==> src/rtl/lpr_pkg.sv <==
package lpr_pkg;

  typedef enum logic [2:0] {
    MODE_RUN    = 3'd0,
    MODE_IDLE   = 3'd1,
    MODE_RSTWIN = 3'd2,
    MODE_PDOWN  = 3'd3,
    MODE_STAB   = 3'd4
  } lpr_mode_t;

  // Strobes from control to datapath
  typedef struct packed {
    logic qualHold;  // oscillator stopped: qualifier cannot count
    logic stabRun;   // stabilisation counter runs
    logic forceRst;  // hold internal reset during stabilisation
  } lpr_strobe_t;

endpackage

==> src/rtl/lpr_datapath.sv <==
module lpr_datapath
  import lpr_pkg::*;
#(
  parameter int QUAL_SAMPLES = 24,
  parameter int STAB_CYCLES  = 64
) (
  input  logic        clk,
  input  logic        rstPin,
  input  logic        extAccessPin,
  input  logic        lockBit,
  input  lpr_strobe_t strobe,
  output logic        rstQualified,
  output logic        stabDone,
  output logic        intReset,
  output logic        extAccessLatched
);

  localparam int QW = $clog2(QUAL_SAMPLES + 1);
  localparam int SW = (STAB_CYCLES > 2) ? $clog2(STAB_CYCLES) : 1;
  localparam logic [QW-1:0] QUAL_LIMIT = QW'(QUAL_SAMPLES);
  localparam logic [SW-1:0] STAB_LAST  = SW'(STAB_CYCLES - 1);

  logic [QW-1:0] qualCnt;
  logic [SW-1:0] stabCnt;
  logic          eaHold;

  // Consecutive-high sample counter, saturating at the qualification limit
  always_ff @(posedge clk) begin
    if (strobe.qualHold || !rstPin) begin
      qualCnt <= '0;
    end else if (qualCnt < QUAL_LIMIT) begin
      qualCnt <= qualCnt + 1'b1;
    end else begin
      qualCnt <= QUAL_LIMIT;
    end
  end

  assign rstQualified = (qualCnt >= QUAL_LIMIT);

  // Oscillator stabilisation counter
  always_ff @(posedge clk) begin
    if (!strobe.stabRun) begin
      stabCnt <= '0;
    end else if (!stabDone) begin
      stabCnt <= stabCnt + 1'b1;
    end
  end

  assign stabDone = (stabCnt == STAB_LAST);
  assign intReset = rstQualified | strobe.forceRst;

  // External-access level capture during reset (undefined before first reset)
  always_ff @(posedge clk) begin
    if (lockBit && intReset) begin
      eaHold <= extAccessPin;
    end
  end

  assign extAccessLatched = lockBit ? eaHold : extAccessPin;

endmodule

==> src/rtl/lpr_ctrl.sv <==
module lpr_ctrl
  import lpr_pkg::*;
#(
  parameter int IRQ_W = 6
) (
  input  logic             clk,
  input  logic             rstPin,
  input  logic             idleReq,
  input  logic             pdReq,
  input  logic [IRQ_W-1:0] irqVec,
  input  logic             rstQualified,
  input  logic             stabDone,
  input  logic             intReset,
  output lpr_strobe_t      strobe,
  output logic             cpuClkEn,
  output logic             periphClkEn,
  output logic             oscEn,
  output logic             ramInhibit
);

  lpr_mode_t mode;
  lpr_mode_t modeNext;
  logic      anyIrq;

  assign anyIrq = |irqVec;

  always_comb begin
    modeNext = mode;
    if (rstQualified && (mode != MODE_STAB)) begin
      modeNext = MODE_RUN;
    end else begin
      case (mode)
        MODE_RUN: begin
          if (pdReq) begin
            modeNext = MODE_PDOWN;
          end else if (idleReq) begin
            modeNext = MODE_IDLE;
          end
        end
        MODE_IDLE: begin
          if (rstPin) begin
            modeNext = MODE_RSTWIN;
          end else if (anyIrq) begin
            modeNext = MODE_RUN;
          end
        end
        MODE_RSTWIN: begin
          if (!rstPin) begin
            modeNext = MODE_RUN;
          end
        end
        MODE_PDOWN: begin
          if (rstPin) begin
            modeNext = MODE_STAB;
          end
        end
        MODE_STAB: begin
          if (stabDone) begin
            modeNext = MODE_RUN;
          end
        end
        default: modeNext = MODE_RUN;
      endcase
    end
  end

  always_ff @(posedge clk) begin
    mode <= modeNext;
  end

  always_comb begin
    strobe          = '0;
    strobe.qualHold = (mode == MODE_PDOWN);
    strobe.stabRun  = (mode == MODE_STAB);
    strobe.forceRst = (mode == MODE_STAB);
  end

  assign cpuClkEn    = (mode == MODE_RUN) || (mode == MODE_RSTWIN);
  assign periphClkEn = (mode == MODE_RUN) || (mode == MODE_IDLE) || (mode == MODE_RSTWIN);
  assign oscEn       = (mode != MODE_PDOWN);
  assign ramInhibit  = (mode == MODE_RSTWIN) && !intReset;

endmodule

==> src/rtl/lowpwr_rst_ctrl.sv <==
module lowpwr_rst_ctrl
  import lpr_pkg::*;
#(
  parameter int OSC_PER_MCYCLE = 12,
  parameter int RST_MCYCLES    = 2,
  parameter int STAB_CYCLES    = 64,
  parameter int IRQ_W          = 6
) (
  input  logic             clk,
  input  logic             rstPin,
  input  logic             idleReq,
  input  logic             pdReq,
  input  logic [IRQ_W-1:0] irqVec,
  input  logic             extAccessPin,
  input  logic             lockBit,
  output logic             cpuClkEn,
  output logic             periphClkEn,
  output logic             oscEn,
  output logic             intReset,
  output logic             ramInhibit,
  output logic             extAccessLatched
);

  localparam int QUAL_SAMPLES = OSC_PER_MCYCLE * RST_MCYCLES;

  lpr_strobe_t strobe;
  logic        rstQualified;
  logic        stabDone;

  lpr_ctrl #(.IRQ_W(IRQ_W)) u_ctrl (
    .clk          (clk),
    .rstPin       (rstPin),
    .idleReq      (idleReq),
    .pdReq        (pdReq),
    .irqVec       (irqVec),
    .rstQualified (rstQualified),
    .stabDone     (stabDone),
    .intReset     (intReset),
    .strobe       (strobe),
    .cpuClkEn     (cpuClkEn),
    .periphClkEn  (periphClkEn),
    .oscEn        (oscEn),
    .ramInhibit   (ramInhibit)
  );

  lpr_datapath #(
    .QUAL_SAMPLES (QUAL_SAMPLES),
    .STAB_CYCLES  (STAB_CYCLES)
  ) u_dp (
    .clk              (clk),
    .rstPin           (rstPin),
    .extAccessPin     (extAccessPin),
    .lockBit          (lockBit),
    .strobe           (strobe),
    .rstQualified     (rstQualified),
    .stabDone         (stabDone),
    .intReset         (intReset),
    .extAccessLatched (extAccessLatched)
  );

endmodule

==> config.mk <==
export PLATFORM = sky130hd
export DESIGN_NAME = lowpwr_rst_ctrl
export DESIGN_NICKNAME = d
export VERILOG_FILES = /design/src/rtl/lpr_pkg.sv /design/src/rtl/lpr_datapath.sv /design/src/rtl/lpr_ctrl.sv /design/src/rtl/lowpwr_rst_ctrl.sv
export SDC_FILE = /design/constraint.sdc
export NUM_CORES = 1
export LEC_CHECK = 0
export BUFFER_PORTS_ARGS = -buffer_cell sky130_fd_sc_hd__buf_4
export CAP_MARGIN = 20
export CORE_MARGIN = 8
export CORE_UTILIZATION = 53
export CTS_CLUSTER_SIZE = 20
export DETAILED_ROUTE_END_ITERATION = 10
export PLACE_DENSITY_LB_ADDON = 0.15
export SYNTH_ARGS = -nofsm -noshare
export SYNTH_HDL_FRONTEND = slang
export SYNTH_SLANG_ARGS = --single-unit
==> constraint.sdc <==
create_clock -name clk -period 2.6 [get_ports clk]
set_input_delay 0.26 -clock clk [delete_from_list [all_inputs] [get_ports clk]]
set_output_delay 0.26 -clock clk [all_outputs]
set_load 0.1 [all_outputs]
==> flow_metrics.env <==
export IMPL_status="finished, final reports clean"
export IMPL_synth_edf_count=1
export IMPL_drive_above_1_share_pct=25.7
export IMPL_numCtsBuffers=3
export IMPL_ys_ff_latch=15
export IMPL_synth_compound_area_share_pct=13.8
export IMPL_clk_path_buf_depth=2
export IMPL_wl_per_cell_um=12.6
export IMPL_hp_start="extAccessPin"
export IMPL_yosysMostFrequentCell="dfxtp_1"
export IMPL_ant_nets=0
export IMPL_dieArea_um2=2810
export IMPL_yosysTopAreaCell="dfxtp_1"
export IMPL_grt_pass1_vias=593
export IMPL_finalNonFillerCells=116
export IMPL_ys_flop_type="dfxtp_1"
export IMPL_post_place_ws_ps=1060
export IMPL_drc=0
export IMPL_start_kind="register"
export IMPL_routed_via_density=5.35
export IMPL_grt_setup_unrepaired="false"
export IMPL_netlist_area_um2=727
export IMPL_avgSynthCellArea_um2=8.87
export IMPL_slowest_delay_ps=500
export IMPL_crit_type="register to output port"
export IMPL_yosysTopAreaCellShare_pct=38.6
export IMPL_ys_seq_area_share_pct=42.7
export IMPL_clkTransAtPathRegs_ps=90
export IMPL_diodes=0
export IMPL_critPathArrivalTime_ps=1600
export IMPL_ys_types=32
export IMPL_routed_wl_um=1460
export IMPL_slew_viol_final=0
export IMPL_gp_congestion=0.759
export IMPL_rows=13
export IMPL_nNetsFinal=117
export IMPL_clk_latency_ps=290
export IMPL_multi_input_comb_area_um2=400
export IMPL_io_pins=18
export IMPL_clock_skew_ps=5.95
export IMPL_period_share_pct=71.5
export IMPL_ys_top_cells_by_count="dfxtp_1 (14), nor2_1 (7), nand2_1 (6), nand3_1 (6), a21oi_1 (5)"
export IMPL_synthesis_instances=82
export IMPL_dieHeight_um=53.0
export IMPL_met1_length_um=694
export IMPL_layout_setup_ws_ps=740
export IMPL_tightest_slew_ps=440
export IMPL_tritoncts="built"
export IMPL_setup_tns_ps=0
export IMPL_synthAdderAreaFrac_pct=5.16
export IMPL_worstHoldPathType="input pin to register"
export IMPL_cap_violations=0
export IMPL_leakagePower_nw=0.372
export IMPL_totalPowerFinal_uw=983
export IMPL_period_needed_ps=1860
export IMPL_synthArstFlopShare_pct=0
export IMPL_hold_viol=0
export IMPL_syn2layout_area_growth_pct=23.2
export IMPL_cts_htree_levels=1
export IMPL_powerDensity_nw_per_um2=1100
export IMPL_fmax_mhz=538
export IMPL_combPwrFrac_pct=52.1
export IMPL_slew_headroom_pct=70.6
export IMPL_critPathSlowestCell="or3b_1"
export IMPL_cts_root_buffer="clkbuf_4"
export IMPL_coreArea_um2=1280
export IMPL_drt_iter0_drc=5
export IMPL_antenna_found_initial=0
export IMPL_muxShareOfSynthArea_pct=1.55
export IMPL_synth_area_top_cells="dfxtp_1 (39%), ha_1 (5.2%), nand3_1 (4.1%)"
export IMPL_fillers=109
export IMPL_intPower_uw=461
export IMPL_firstDrtPassIters=4
export IMPL_placed_cells=112
export IMPL_clkSinkCount=15
export IMPL_finalSetupViolations=0
export IMPL_yosys_warnings=0
export IMPL_synthXorXnorAreaFrac_pct=3.61
export IMPL_ctsResizeCount=0
export IMPL_cp_end_kind="output port"
export IMPL_switchingPower_uw=523
export IMPL_routed_via_count=621
export IMPL_start_util_pct=56.6
export IMPL_die_width_um=53.0
export IMPL_synth_simple_area_share_pct=30.3
export IMPL_routed_top_layer="met4"
export IMPL_crit_chain="or3b_1, nand2_1, buf_4"
export IMPL_path_buf_inv=1
export IMPL_synth_nets=97
export IMPL_wl_met2_um=624
export IMPL_crit_start="u_ctrl.mode[0]$_SDFFE_PP0P_"
export IMPL_grt_pass1_wl_um=2460
export IMPL_grtUsageTotal_pct=11.2
export IMPL_postCtsSetupBuffers=0
export IMPL_vdd_drop_max_mv=0.571
export IMPL_synth_top_family_by_area="simple AND/OR/NAND/NOR gates"
export IMPL_ctsHoldBuffers=0
export IMPL_cp_top_family="simple AND/OR/NAND/NOR gates"
export IMPL_pwr_share_seq_pct=34.4
export IMPL_pwr_share_clk_pct=13.6
export IMPL_port_buffers=17
export IMPL_grt_start_max_net_pins=13
export IMPL_grt_overflow_total=0
export IMPL_route_met3_wl_um=106
export IMPL_cp_required_ps=2340
export IMPL_r2r_start="u_ctrl.mode[0]$_SDFFE_PP0P_"
export IMPL_regArea_um2=310
export IMPL_dpl_hpwl_um=1150
export IMPL_path_max_fanout=12
export IMPL_netSwitchingFraction_pct=53.1
cell type report:
cell class,instances,area share [%]
tap,15,2.09
clock inverter,1,0.559
multi-input combinational,62,44.7
sequential,15,34.6
timing repair buffer,17,14.2
inverter,3,1.26
clock buffer,3,2.51
metal layers:
metal,global-route usage [%],up-vias
met2,16.8,13
met5,0,-
met3,3.36,5
met4,6.47,0
met1,13.8,271
li1,-,332
flip-flops by register name, summed over array words and instances, names as in the netlist:
register,count
u_dp.eaHold,1
u_dp.qualCnt,5
u_dp.stabCnt,6
u_ctrl.mode,3
power groups by stage:
stage	combinational, mW	clock (mW)	sequential [mW]
CTS	0.516	0.138	0.337
global route	0.538	0.146	0.348
detailed placement	0.514	0	0.342
floorplan	0.461	0	0.301
finish	0.512	0.133	0.338
global placement	0.512	0	0.338
layout by cell type (no fill, tap or decap), drive strengths merged, types with 2 or more instances in the layout:
cell    netlist  layout
nor3b         3       3
ha            3       3
nor2          7       7
dfxtp        14      14
a211oi        2       2
nand3b        2       2
nand3         6       6
o21ai         3       3
nor3          4       4
inv           3       3
clkbuf        0       3
a21oi         5       5
and2          2       2
nand2         7       7
a31oi         3       3
buf           2      17
xnor2         2       2
per-stage QoR:
step | utilization, % | cell area, µm² | hold slack [ps]
after floorplan | - | 732 | 359
final | 69.7 | 896 | 156
after global placement | 67.6 | 868 | 449
after detailed placement | 67.6 | 868 | 451
after global routing | 69.7 | 896 | 147
after CTS | 69.7 | 896 | 147
final timing paths:
path / end / slack [ps] / depth (start not counted)
max: intReset / 740 / 3
min: u_dp.eaHold$_DFFE_PP_ / 160 / 1
max reg2reg: u_dp.eaHold$_DFFE_PP_ / 1180 / 3
min reg2reg: u_dp.qualCnt[0]$_SDFF_PP0_ / 490 / 1
cell families after synthesis:
family | after synthesis
compound gates | 16
xor+xnor | 3
fa+ha+maj | 3
buf+inv | 5
flops | 15
mux | 1
simple gates | 39
Power figures use the tool's default switching activity.
